<file path="config.mk">
export PLATFORM = sky130hd
export DESIGN_NAME = dual_strobe_shreg
export DESIGN_NICKNAME = d
export VERILOG_FILES = /design/src/rtl/dual_strobe_shreg.sv
export SDC_FILE = /design/constraint.sdc
export NUM_CORES = 1
export LEC_CHECK = 0
export ABC_CLOCK_PERIOD_IN_PS = 1000
export BUFFER_PORTS_ARGS = -buffer_cell sky130_fd_sc_hd__buf_2
export CAP_MARGIN = 20
export CORE_AREA = 3 3 40 42
export CTS_CLUSTER_DIAMETER = 150
export DETAILED_ROUTE_END_ITERATION = 6
export DIE_AREA = 0 0 43 45
export PLACE_DENSITY = 0.57
export SYNTH_ARGS = -nofsm -noshare
export SYNTH_HDL_FRONTEND = slang
export SYNTH_SLANG_ARGS = --single-unit
</file>
<file path="constraint.sdc">
create_clock -name clk -period 1 [get_ports clk]
set_input_delay 0.15 -clock clk [delete_from_list [all_inputs] [get_ports clk]]
set_output_delay 0.15 -clock clk [all_outputs]
set_load 0.05 [all_outputs]
</file>
<file path="src/rtl/dual_strobe_shreg.sv">
module dual_strobe_shreg #(
  parameter int WIDTH       = 4,
  parameter int SYNC_STAGES = 2
) (
  input  logic             clk,
  input  logic             rst_n,
  input  logic             sel_load,
  input  logic             strb_shift,
  input  logic             strb_load,
  input  logic             ser_in,
  input  logic [WIDTH-1:0] par_in,
  output logic [WIDTH-1:0] q
);

  localparam int LAST = SYNC_STAGES - 1;

  logic [SYNC_STAGES-1:0] sh_sync, ld_sync;
  logic                   sh_prev, ld_prev;
  logic                   act_shift, act_load;
  logic                   do_shift, do_load;
  logic [WIDTH-1:0]       shift_word;

  always_ff @(posedge clk) begin
    if (!rst_n) begin
      sh_sync <= '0;
      ld_sync <= '0;
      sh_prev <= 1'b0;
      ld_prev <= 1'b0;
    end else begin
      sh_sync <= {sh_sync[SYNC_STAGES-2:0], strb_shift};
      ld_sync <= {ld_sync[SYNC_STAGES-2:0], strb_load};
      sh_prev <= sh_sync[LAST];
      ld_prev <= ld_sync[LAST];
    end
  end

  assign act_shift = sh_prev & ~sh_sync[LAST];
  assign act_load  = ld_prev & ~ld_sync[LAST];
  assign do_shift  = act_shift & ~sel_load;
  assign do_load   = act_load & sel_load;

  genvar i;
  generate
    for (i = 0; i < WIDTH; i++) begin : g_link
      if (i == 0) begin : g_head
        assign shift_word[i] = ser_in;
      end else begin : g_body
        assign shift_word[i] = q[i-1];
      end
    end
  endgenerate

  always_ff @(posedge clk) begin
    if (!rst_n)       q <= '0;
    else if (do_load)  q <= par_in;
    else if (do_shift) q <= shift_word;
  end

endmodule

</file>
==> results.json, run 1 <==
{
  "status": "finished with violations",
  "violations": "setup timing",
  "p_clk_share_pct": 42.8,
  "register_area_um2": 203.9,
  "async_reset_ff_share_pct": 0,
  "synth-seq-area-share_pct": 54.42,
  "synth.top_cell.area_share_pct": 54.42,
  "powerDensity_mw_per_mm2": 1624,
  "routed_wl_um": 706,
  "synth_edf_count": 0,
  "worstHoldPathType": "primary input to flop",
  "synth.largest_area_cell": "dfxtp_1",
  "firstDrtPassIters": 4,
  "grt_start_max_net_pins": 13,
  "cp.arrival_ps": 1160,
  "synth_cell_types": 13,
  "crit_required_ps": 1160,
  "p_int_mw": 0.6647,
  "comb_power_share_pct": 7.8,
  "synth.avg_cell_area_um2": 10.22,
  "row_count": 13,
  "grt_pass1_wl_um": 1000,
  "swShare_pct": 21.73,
  "drv_slew": 0,
  "p_leak_nw": 0.2289,
  "crit_fanout": 4,
  "synth_area_leaders": "dfxtp_1 (54%), and2_1 (8.5%), nand2_1 (7.1%), a31oi_1 (5.1%), o21ai_0 (4.1%)",
  "path_class": "flop to flop",
  "wl_met3_um": 59,
  "dieArea_mm2": 0.001935,
  "p_seq_share_pct": 49.4,
  "viasPerCell": 4.582,
  "antenna_found_initial": 0,
  "synthCells": 36,
  "fin_util_pct": 40.70,
  "end_kind": "flop",
  "grt_setup_unrepaired": "true",
  "wl_met1_um": 337,
  "grt_pass1_vias": 244,
  "die_w_um": 43,
  "num-fill-cells": 127,
  "drtAntennaViolNets": 0,
  "synth_common_cells": "dfxtp_1 (10), nand2_1 (7), and2_1 (5)",
  "io_buffers": 13,
  "fin_cells": 67,
  "clk_path_buf_depth": 2,
  "slew_headroom_pct": 84.27,
  "synth_area_um2": 367.9,
  "yosysMostFrequentCell": "dfxtp_1",
  "root_buffer": "clkbuf_4",
  "gp_congestion": 0.6829,
  "ff2ff_setup_slack_ps": -2,
  "core_area_mm2": 0.001285,
  "hold_viol": 0,
  "timing.final.crit_period_ps": 1002,
  "track_usage_pct": 7.274,
  "synthesis.nets": 46,
  "dieHeight_um": 45,
  "total_power_mw": 0.8492,
  "ir_worst_vdd_mv": 0.5269,
  "synth.ff_latch_count": 10,
  "drive_gt1_share_pct": 51.92,
  "h-tree-depth": 1,
  "fin_skew_ps": 5.641,
  "drv_cap": 0,
  "cts_sinks": 10,
  "max_freq_mhz": 998.3,
  "syn_to_final_growth_pct": 42.18,
  "fin_ws_ps": -1.723,
  "wire_per_inst_um": 10.54,
  "drcViolationCount": 0,
  "synth_warnings": 0,
  "post-route-period-util_pct": 100.2,
  "top_layer": "met4",
  "cts.clk_slew.worst_paths_ps": 70,
  "setup_viol": 1,
  "antenna_cells": 0,
  "worst_pin_slew_ps": 235.6,
  "multi_input_area_um2": 181.4,
  "cts_tree": "done",
  "drt_iter0_markers": 5,
  "cts_buffers": 3,
  "vias": 307,
  "power.switching_mw": 0.1846,
  "num_io_pins": 14,
  "start_util_pct": 28.63,
  "wl_met2_um": 292,
  "grt_overflow": 0,
  "dp.cells": 63,
  "startpoint_type": "flop",
  "nNetsFinal": 63,
  "synth_ff_type": "dfxtp_1",
  "clock_latency_ps": 270,
  "hold_ws_ps": 89.90
}
==> registers in the layout, indices dropped and copies added (netlist names) <==
signal   count
ld_prev      1
sh_sync      2
q            4
sh_prev      1
ld_sync      2
==> critical path, cell delays in order, from the launching register on <==
cell and delay (ps):
dfxtp_2 340, or3b_4 400, nand4_2 90, o211ai_2 70
==> final timing paths <==
kind / cells after the start / endpoint / startpoint
max: 3 / q[0] / sh_sync[1]
min: 2 / sh_sync[0] / strb_shift
max reg2reg: 3 / q[0] / sh_sync[1]
min reg2reg: 1 / ld_sync[1] / ld_sync[0]
==> layout make-up <==
| class | count | area share, % |
|---|---|---|
| Tap cell | 15 | 3.589 |
| Timing Repair Buffer | 13 | 15.79 |
| Multi-Input combinational cell | 25 | 34.69 |
| Clock buffer | 4 | 6.938 |
| Sequential cell | 10 | 39.00 |
==> through the flow <==
step | area [um2] | setup WS (ps) | TNS [ps]
2_1_floorplan | 367.9 | 20.64 | 0
3_3_place_gp | 447.9 | -7.298 | -7.298
3_5_place_dp | 447.9 | -13.37 | -13.37
4_1_cts | 500.5 | -11.75 | -23.08
5_1_grt | 523.0 | -45.35 | -182.3
6_report | 523.0 | -1.723 | -1.723
==> what timing repair did <==
action	in CTS	in global routing
setup buffers	0	0
hold buffers	0	0
pin swaps	4	1
endpoints found under the setup margin	7	7
resized for setup	7	5
==> power groups by stage <==
stage	clock network (mW)	logic, mW	registers, mW
global route	0.394	0.0721	0.421
detailed placement	0	0.0594	0.426
floorplan	0	0.0225	0.437
CTS	0.369	0.0623	0.418
global placement	0	0.0592	0.426
finish	0.363	0.0662	0.420
==> cell families (layout without fill, tap and decap cells) <==
logic type	count (synthesis)	in the layout	share of synthesized area (%)
AOI/OAI and AO/OA	7	7	12.58
DFF	10	10	54.42
buffers and inverters	1	17	1.019
and+or+nand+nor	18	18	31.97
==> layout by cell type, fill, tap and decap left out <==
master / instances
a31oi_1: 3
and2_1: 5
and2_2: 1
buf_2: 9
buf_4: 2
buf_6: 2
clkbuf_4: 3
clkbuf_8: 1
dfxtp_1: 7
dfxtp_2: 3
nand2_1: 6
nand2_2: 1
nand3_1: 1
nand3b_4: 1
nand4_2: 1
nor3b_4: 1
o211ai_2: 1
o21ai_0: 3
or3b_4: 1
==> layer usage <==
metal  vias to the layer above  global-route usage, %
met1                       131                  10.73
met2                        14                  7.186
met5                         -                      0
met4                         0                  7.229
li1                        158                      -
met3                         4                  2.789
Note: power is estimated with default switching activity, not from simulation.
==> inputs of run 2 (changes only) <==
--- a/config.mk
+++ b/config.mk
@@ -13,6 +13,8 @@
 export DETAILED_ROUTE_END_ITERATION = 6
 export DIE_AREA = 0 0 43 45
 export PLACE_DENSITY = 0.57
+export REMOVE_ABC_BUFFERS = 1
+export SETUP_SLACK_MARGIN = 0.3
 export SYNTH_ARGS = -nofsm -noshare
 export SYNTH_HDL_FRONTEND = slang
 export SYNTH_SLANG_ARGS = --single-unit
==> run 2 against run 1 <==
Net effect:
- the run still ends with setup timing left
- sequential share of layout area decreased by 1.6 points
- wire length fell by 5.0%
- cell count rose by 4.5%
- first-iteration DRC count is 100% higher
- die area unchanged
- clock skew shrank 5.0 ps
- via count increased by 4.9%
- highest routed layer unchanged
==> results.json, run 2 (synthesis results as in run 1) <==
{
  "syn_to_final_growth_pct": 51.02,
  "vias": 322,
  "crit_fanout": 4,
  "grt_pass1_wl_um": 993,
  "firstDrtPassIters": 4,
  "drv_slew": 0,
  "startpoint_type": "flop",
  "ir_worst_vdd_mv": 0.6265,
  "dieHeight_um": 45,
  "grt_overflow": 0,
  "routed_wl_um": 671,
  "grt_start_max_net_pins": 13,
  "reg2reg_from": "sh_sync[1]",
  "drv_cap": 0,
  "timing.final.crit_period_ps": 1002,
  "largest_reg_flops": 4,
  "track_usage_pct": 7.525,
  "worstHoldPathType": "primary input to flop",
  "drtAntennaViolNets": 0,
  "p_leak_nw": 0.2492,
  "cts_sinks": 10,
  "cts.clk_slew.worst_paths_ps": 60,
  "end_kind": "flop",
  "cts_tree": "done",
  "hp-start": "strb_load",
  "grt_pass1_vias": 247,
  "fin_ws_ps": -1.686,
  "hold_viol": 0,
  "max_freq_mhz": 998.3,
  "startpoint": "sh_sync[1]",
  "violations": "setup timing",
  "gp_congestion": 0.7171,
  "clock_latency_ps": 260,
  "clk_path_buf_depth": 2,
  "path_cells": "or3b_4 > nand2_1 > a31oi_1",
  "num_io_pins": 14,
  "dieArea_mm2": 0.001935,
  "path_class": "flop to flop",
  "worst_pin_slew_ps": 289.2,
  "top_register": "q",
  "powerDensity_mw_per_mm2": 1511,
  "place_hpwl_um": 452.5,
  "grt_setup_unrepaired": "true",
  "slew_headroom_pct": 80.63,
  "crit_required_ps": 1140,
  "pre_cts_slack_ps": -43.72,
  "post-route-period-util_pct": 100.2,
  "io_buffers": 13,
  "status": "finished with violations",
  "mostFrequentLayoutCell": "buf_2",
  "cpPeakStageDelay_ps": 400,
  "root_buffer": "clkbuf_4",
  "start_util_pct": 28.63,
  "drt_iter0_markers": 10,
  "fin_area_um2": 555.5,
  "antenna_found_initial": 0,
  "die_w_um": 43,
  "placed_area_um2": 447.9,
  "drcViolationCount": 0,
  "cp.arrival_ps": 1140,
  "row_count": 13,
  "setup_viol": 1,
  "h-tree-depth": 1,
  "antenna_cells": 0,
  "cts_buffers": 3,
  "fin_skew_ps": 0.6590,
  "viasPerCell": 4.600,
  "largestRegisters": "q (4), ld_sync (2), sh_sync (2)",
  "crit_family": "simple AND/OR/NAND/NOR gates",
  "core_area_mm2": 0.001285,
  "drive_gt1_share_pct": 54.55,
  "wire_per_inst_um": 9.586,
  "cp.buffers_inverters": 0,
  "num-fill-cells": 121,
  "layout_common_cells": "buf_2 (9), nand2_1 (7), dfxtp_1 (6)",
  "nNetsFinal": 66,
  "crit_slowest_cell": "or3b_4"
}
-- run 2: timing repair --
item | 4_1_cts | 5_1_grt
buffers inserted | 1 | 2
pin swaps | 4 | 0
setup endpoints to repair | 8 | 8
gates resized for setup | 12 | 5
hold buffers | 0 | 0
-- run 2: cell type report --
| cell class | instances | area [um2] | area share [%] |
|---|---|---|---|
| clock buffer | 4 | 36.28 | 6.532 |
| timing repair buffer | 16 | 120.1 | 21.62 |
| multi-input combinational | 25 | 172.7 | 31.08 |
| sequential | 10 | 207.7 | 37.39 |
| tap | 15 | 18.77 | 3.378 |
-- run 2: stage by stage --
stage          std cells  hold WS [ps]  TNS [ps]  power [mW]  utilization (%)
6_report              70         91.98    -1.686      0.8392            43.23
2_1_floorplan         35         271.7    -1.470      0.4558                -
3_5_place_dp          63         358.1    -106.3      0.4850            34.86
5_1_grt               70         88.87    -121.8      0.8738            43.23
3_3_place_gp          63         356.6    -42.98      0.4850            34.86
4_1_cts               68         79.94    -7.370      0.8524            40.80
-- run 2: path summary, 6_finish.rpt --
| check | endpoint | slack, ps | cells after the start |
|---|---|---|---|
| max | q[2] | -2 | 3 |
| min | ld_sync[0] | 90 | 2 |
| max reg2reg | q[2] | -2 | 3 |
| min reg2reg | ld_sync[1] | 430 | 1 |
-- run 2: where the power goes --
part	switching, mW	internal (mW)
Clock	0.131	0.221
Sequential	0.00670	0.410
Combinational	0.0345	0.0361
Total	0.172	0.667
-- run 2: worst reg2reg max path: stages, from the launching register on --
cell and delay (ps):
dfxtp_2 330, or3b_4 400, nand2_1 80, a31oi_1 80
-- run 2: per-layer routing --
layer	share of wire, %	global-route usage [%]	vias to the layer above
met2	47	10.18	14
met1	42	8.293	144
met4	1.2	9.036	0
li1	-	-	162
met3	9.7	2.789	2
met5	0	0	-
==> inputs of run 3 (changes only) <==
--- a/config.mk
+++ b/config.mk
@@ -8,10 +8,10 @@
 export ABC_CLOCK_PERIOD_IN_PS = 1000
 export BUFFER_PORTS_ARGS = -buffer_cell sky130_fd_sc_hd__buf_2
 export CAP_MARGIN = 20
-export CORE_AREA = 3 3 40 42
+export CORE_AREA = 2 2 39 41
 export CTS_CLUSTER_DIAMETER = 150
 export DETAILED_ROUTE_END_ITERATION = 6
-export DIE_AREA = 0 0 43 45
+export DIE_AREA = 0 0 41 43
 export PLACE_DENSITY = 0.57
 export REMOVE_ABC_BUFFERS = 1
 export SETUP_SLACK_MARGIN = 0.3
==> run 3 against run 2 <==
Net effect:
- the run still ends with setup timing left
- register-to-register slack got worse by 20 ps
- first-iteration DRC count is 40% higher
- power up 1.1%
==> results.json, run 3 (synthesis results as in run 1) <==
{
  "track_usage_pct": 9.970,
  "layout_common_cells": "buf_2 (9), nand2_1 (6), and2_1 (5), dfxtp_1 (5), dfxtp_2 (4)",
  "crit_fanout": 8,
  "syn_to_final_growth_pct": 51.02,
  "drt_iter0_markers": 14,
  "placed_area_um2": 449.2,
  "largestRegisters": "q (4), ld_sync (2), sh_sync (2)",
  "status": "finished with violations",
  "hp-start": "strb_load",
  "viasPerCell": 4.662,
  "slew_headroom_pct": 80.04,
  "num_io_pins": 14,
  "fin_area_um2": 555.5,
  "fin_ws_ps": -17.64,
  "crit_slowest_cell": "dfxtp_1",
  "drcViolationCount": 0,
  "max_freq_mhz": 982.7,
  "core_area_mm2": 0.001384,
  "whs_path_depth": 2,
  "p_leak_nw": 0.2334,
  "drv_slew": 0,
  "powerDensity_mw_per_mm2": 1527,
  "crit_family": "flip-flops",
  "clk_path_buf_depth": 2,
  "drv_cap": 0,
  "die_w_um": 41,
  "reg2regPathDepth": 3,
  "io_buffers": 13,
  "num-fill-cells": 136,
  "wire_per_inst_um": 10.82,
  "dieHeight_um": 43,
  "grt_setup_unrepaired": "true",
  "root_buffer": "clkbuf_4",
  "grt_overflow": 0,
  "fin_util_pct": 40.14,
  "cts_tree": "done",
  "ff2ff_setup_slack_ps": -20,
  "gp_congestion": 0.7064,
  "cts_sinks": 10,
  "cts.clk_slew.worst_paths_ps": 60,
  "clock_latency_ps": 260,
  "cp.buffers_inverters": 0,
  "hold_end": "ld_sync[0]",
  "path_cells": "nand3b_2 > o21ai_0 > a31oi_1",
  "grt_pass1_vias": 264,
  "routed_wl_um": 768,
  "ir_worst_vdd_mv": 0.6117,
  "hold_viol": 0,
  "grt_pass1_wl_um": 1076,
  "startpoint": "ld_sync[1]",
  "rr_endpoint": "q[2]",
  "cp.arrival_ps": 1150,
  "grt_start_max_net_pins": 13,
  "h-tree-depth": 1,
  "nNetsFinal": 66,
  "worstHoldPathType": "primary input to flop",
  "cts_buffers": 3,
  "dieArea_mm2": 0.001763,
  "row_count": 14,
  "violations": "setup timing",
  "crit_required_ps": 1140,
  "cpPeakStageDelay_ps": 300,
  "drtAntennaViolNets": 0,
  "fin_skew_ps": 4.273,
  "reg2reg_from": "ld_sync[1]",
  "vias": 331,
  "post-route-period-util_pct": 101.8,
  "largest_reg_flops": 4,
  "antenna_cells": 0,
  "startpoint_type": "flop",
  "drive_gt1_share_pct": 58.18,
  "top_register": "q",
  "mostFrequentLayoutCell": "buf_2",
  "path_class": "flop to flop",
  "end_kind": "flop",
  "setup_viol": 2,
  "start_util_pct": 26.58,
  "antenna_found_initial": 0,
  "firstDrtPassIters": 4,
  "worst_pin_slew_ps": 298.1,
  "timing.final.crit_period_ps": 1018
}
-- run 3: changes by cell type in the layout (fill, tap and decap cells not counted) --
cell,change
buf_4,-1
buf_6,+1
dfxtp_1,-1
dfxtp_2,+1
nand2_1,-1
nand2_2,+1
nand3b_2,+1
nand3b_4,-1
o21ai_0,+1
o21ai_1,-1
-- run 3: how the worst max path moves through the flow --
stage	slack (ps)	endpoint	depth (start not counted)
after floorplan	-1	q[0]	3
after global placement	-20	q[0]	3
after detailed placement	-40	q[0]	3
after CTS	-8	q[2]	3
after global routing	-40	q[2]	3
final	-20	q[2]	3
-- run 3: report_power, final --
group	switching, mW	leakage [nW]	total, mW	internal [mW]
registers	0.00665	0.0843	0.417	0.410
clock network	0.140	0.0210	0.361	0.221
logic	0.0347	0.128	0.0705	0.0358
total	0.181	0.233	0.848	0.667
-- run 3: layout make-up --
cell class | instances | area [um2] | share of cell area (%)
clock buffer | 4 | 36.28 | 6.532
multi-input combinational | 25 | 166.4 | 29.96
sequential | 10 | 209.0 | 37.61
tap | 16 | 20.02 | 3.604
timing repair buffer | 16 | 123.9 | 22.30
-- run 3: timing repair --
action / 4_1_cts / 5_1_grt
hold buffers: 0 / 0
pin swaps: 4 / 1
setup endpoints to repair: 8 / 8
gates resized for setup: 15 / 3
setup buffers: 1 / 2
-- run 3: per-stage QoR --
step	hold WS, ps	cells	total power [mW]	setup TNS [ps]	worst slack [ps]
5_1_grt	91.69	71	0.8763	-117.5	-37.66
6_report	91.85	71	0.8481	-20.25	-17.64
3_5_place_dp	363.3	64	0.4857	-110.2	-37.24
4_1_cts	90.43	69	0.8536	-8.209	-8.209
3_3_place_gp	361.2	64	0.4854	-34.62	-22.28
2_1_floorplan	271.7	35	0.4558	-1.470	-1.470
-- run 3: per-layer routing --
layer / track usage, % / wire length (um) / vias to the layer above / share of wire [%]
met2: 13.44 / 388 / 16 / 51
li1: - / - / 163 / -
met5: 0 / 0 / - / 0
met3: 1.571 / 78 / 2 / 10
met1: 11.36 / 285 / 150 / 37
met4: 12.00 / 16 / 0 / 2.1
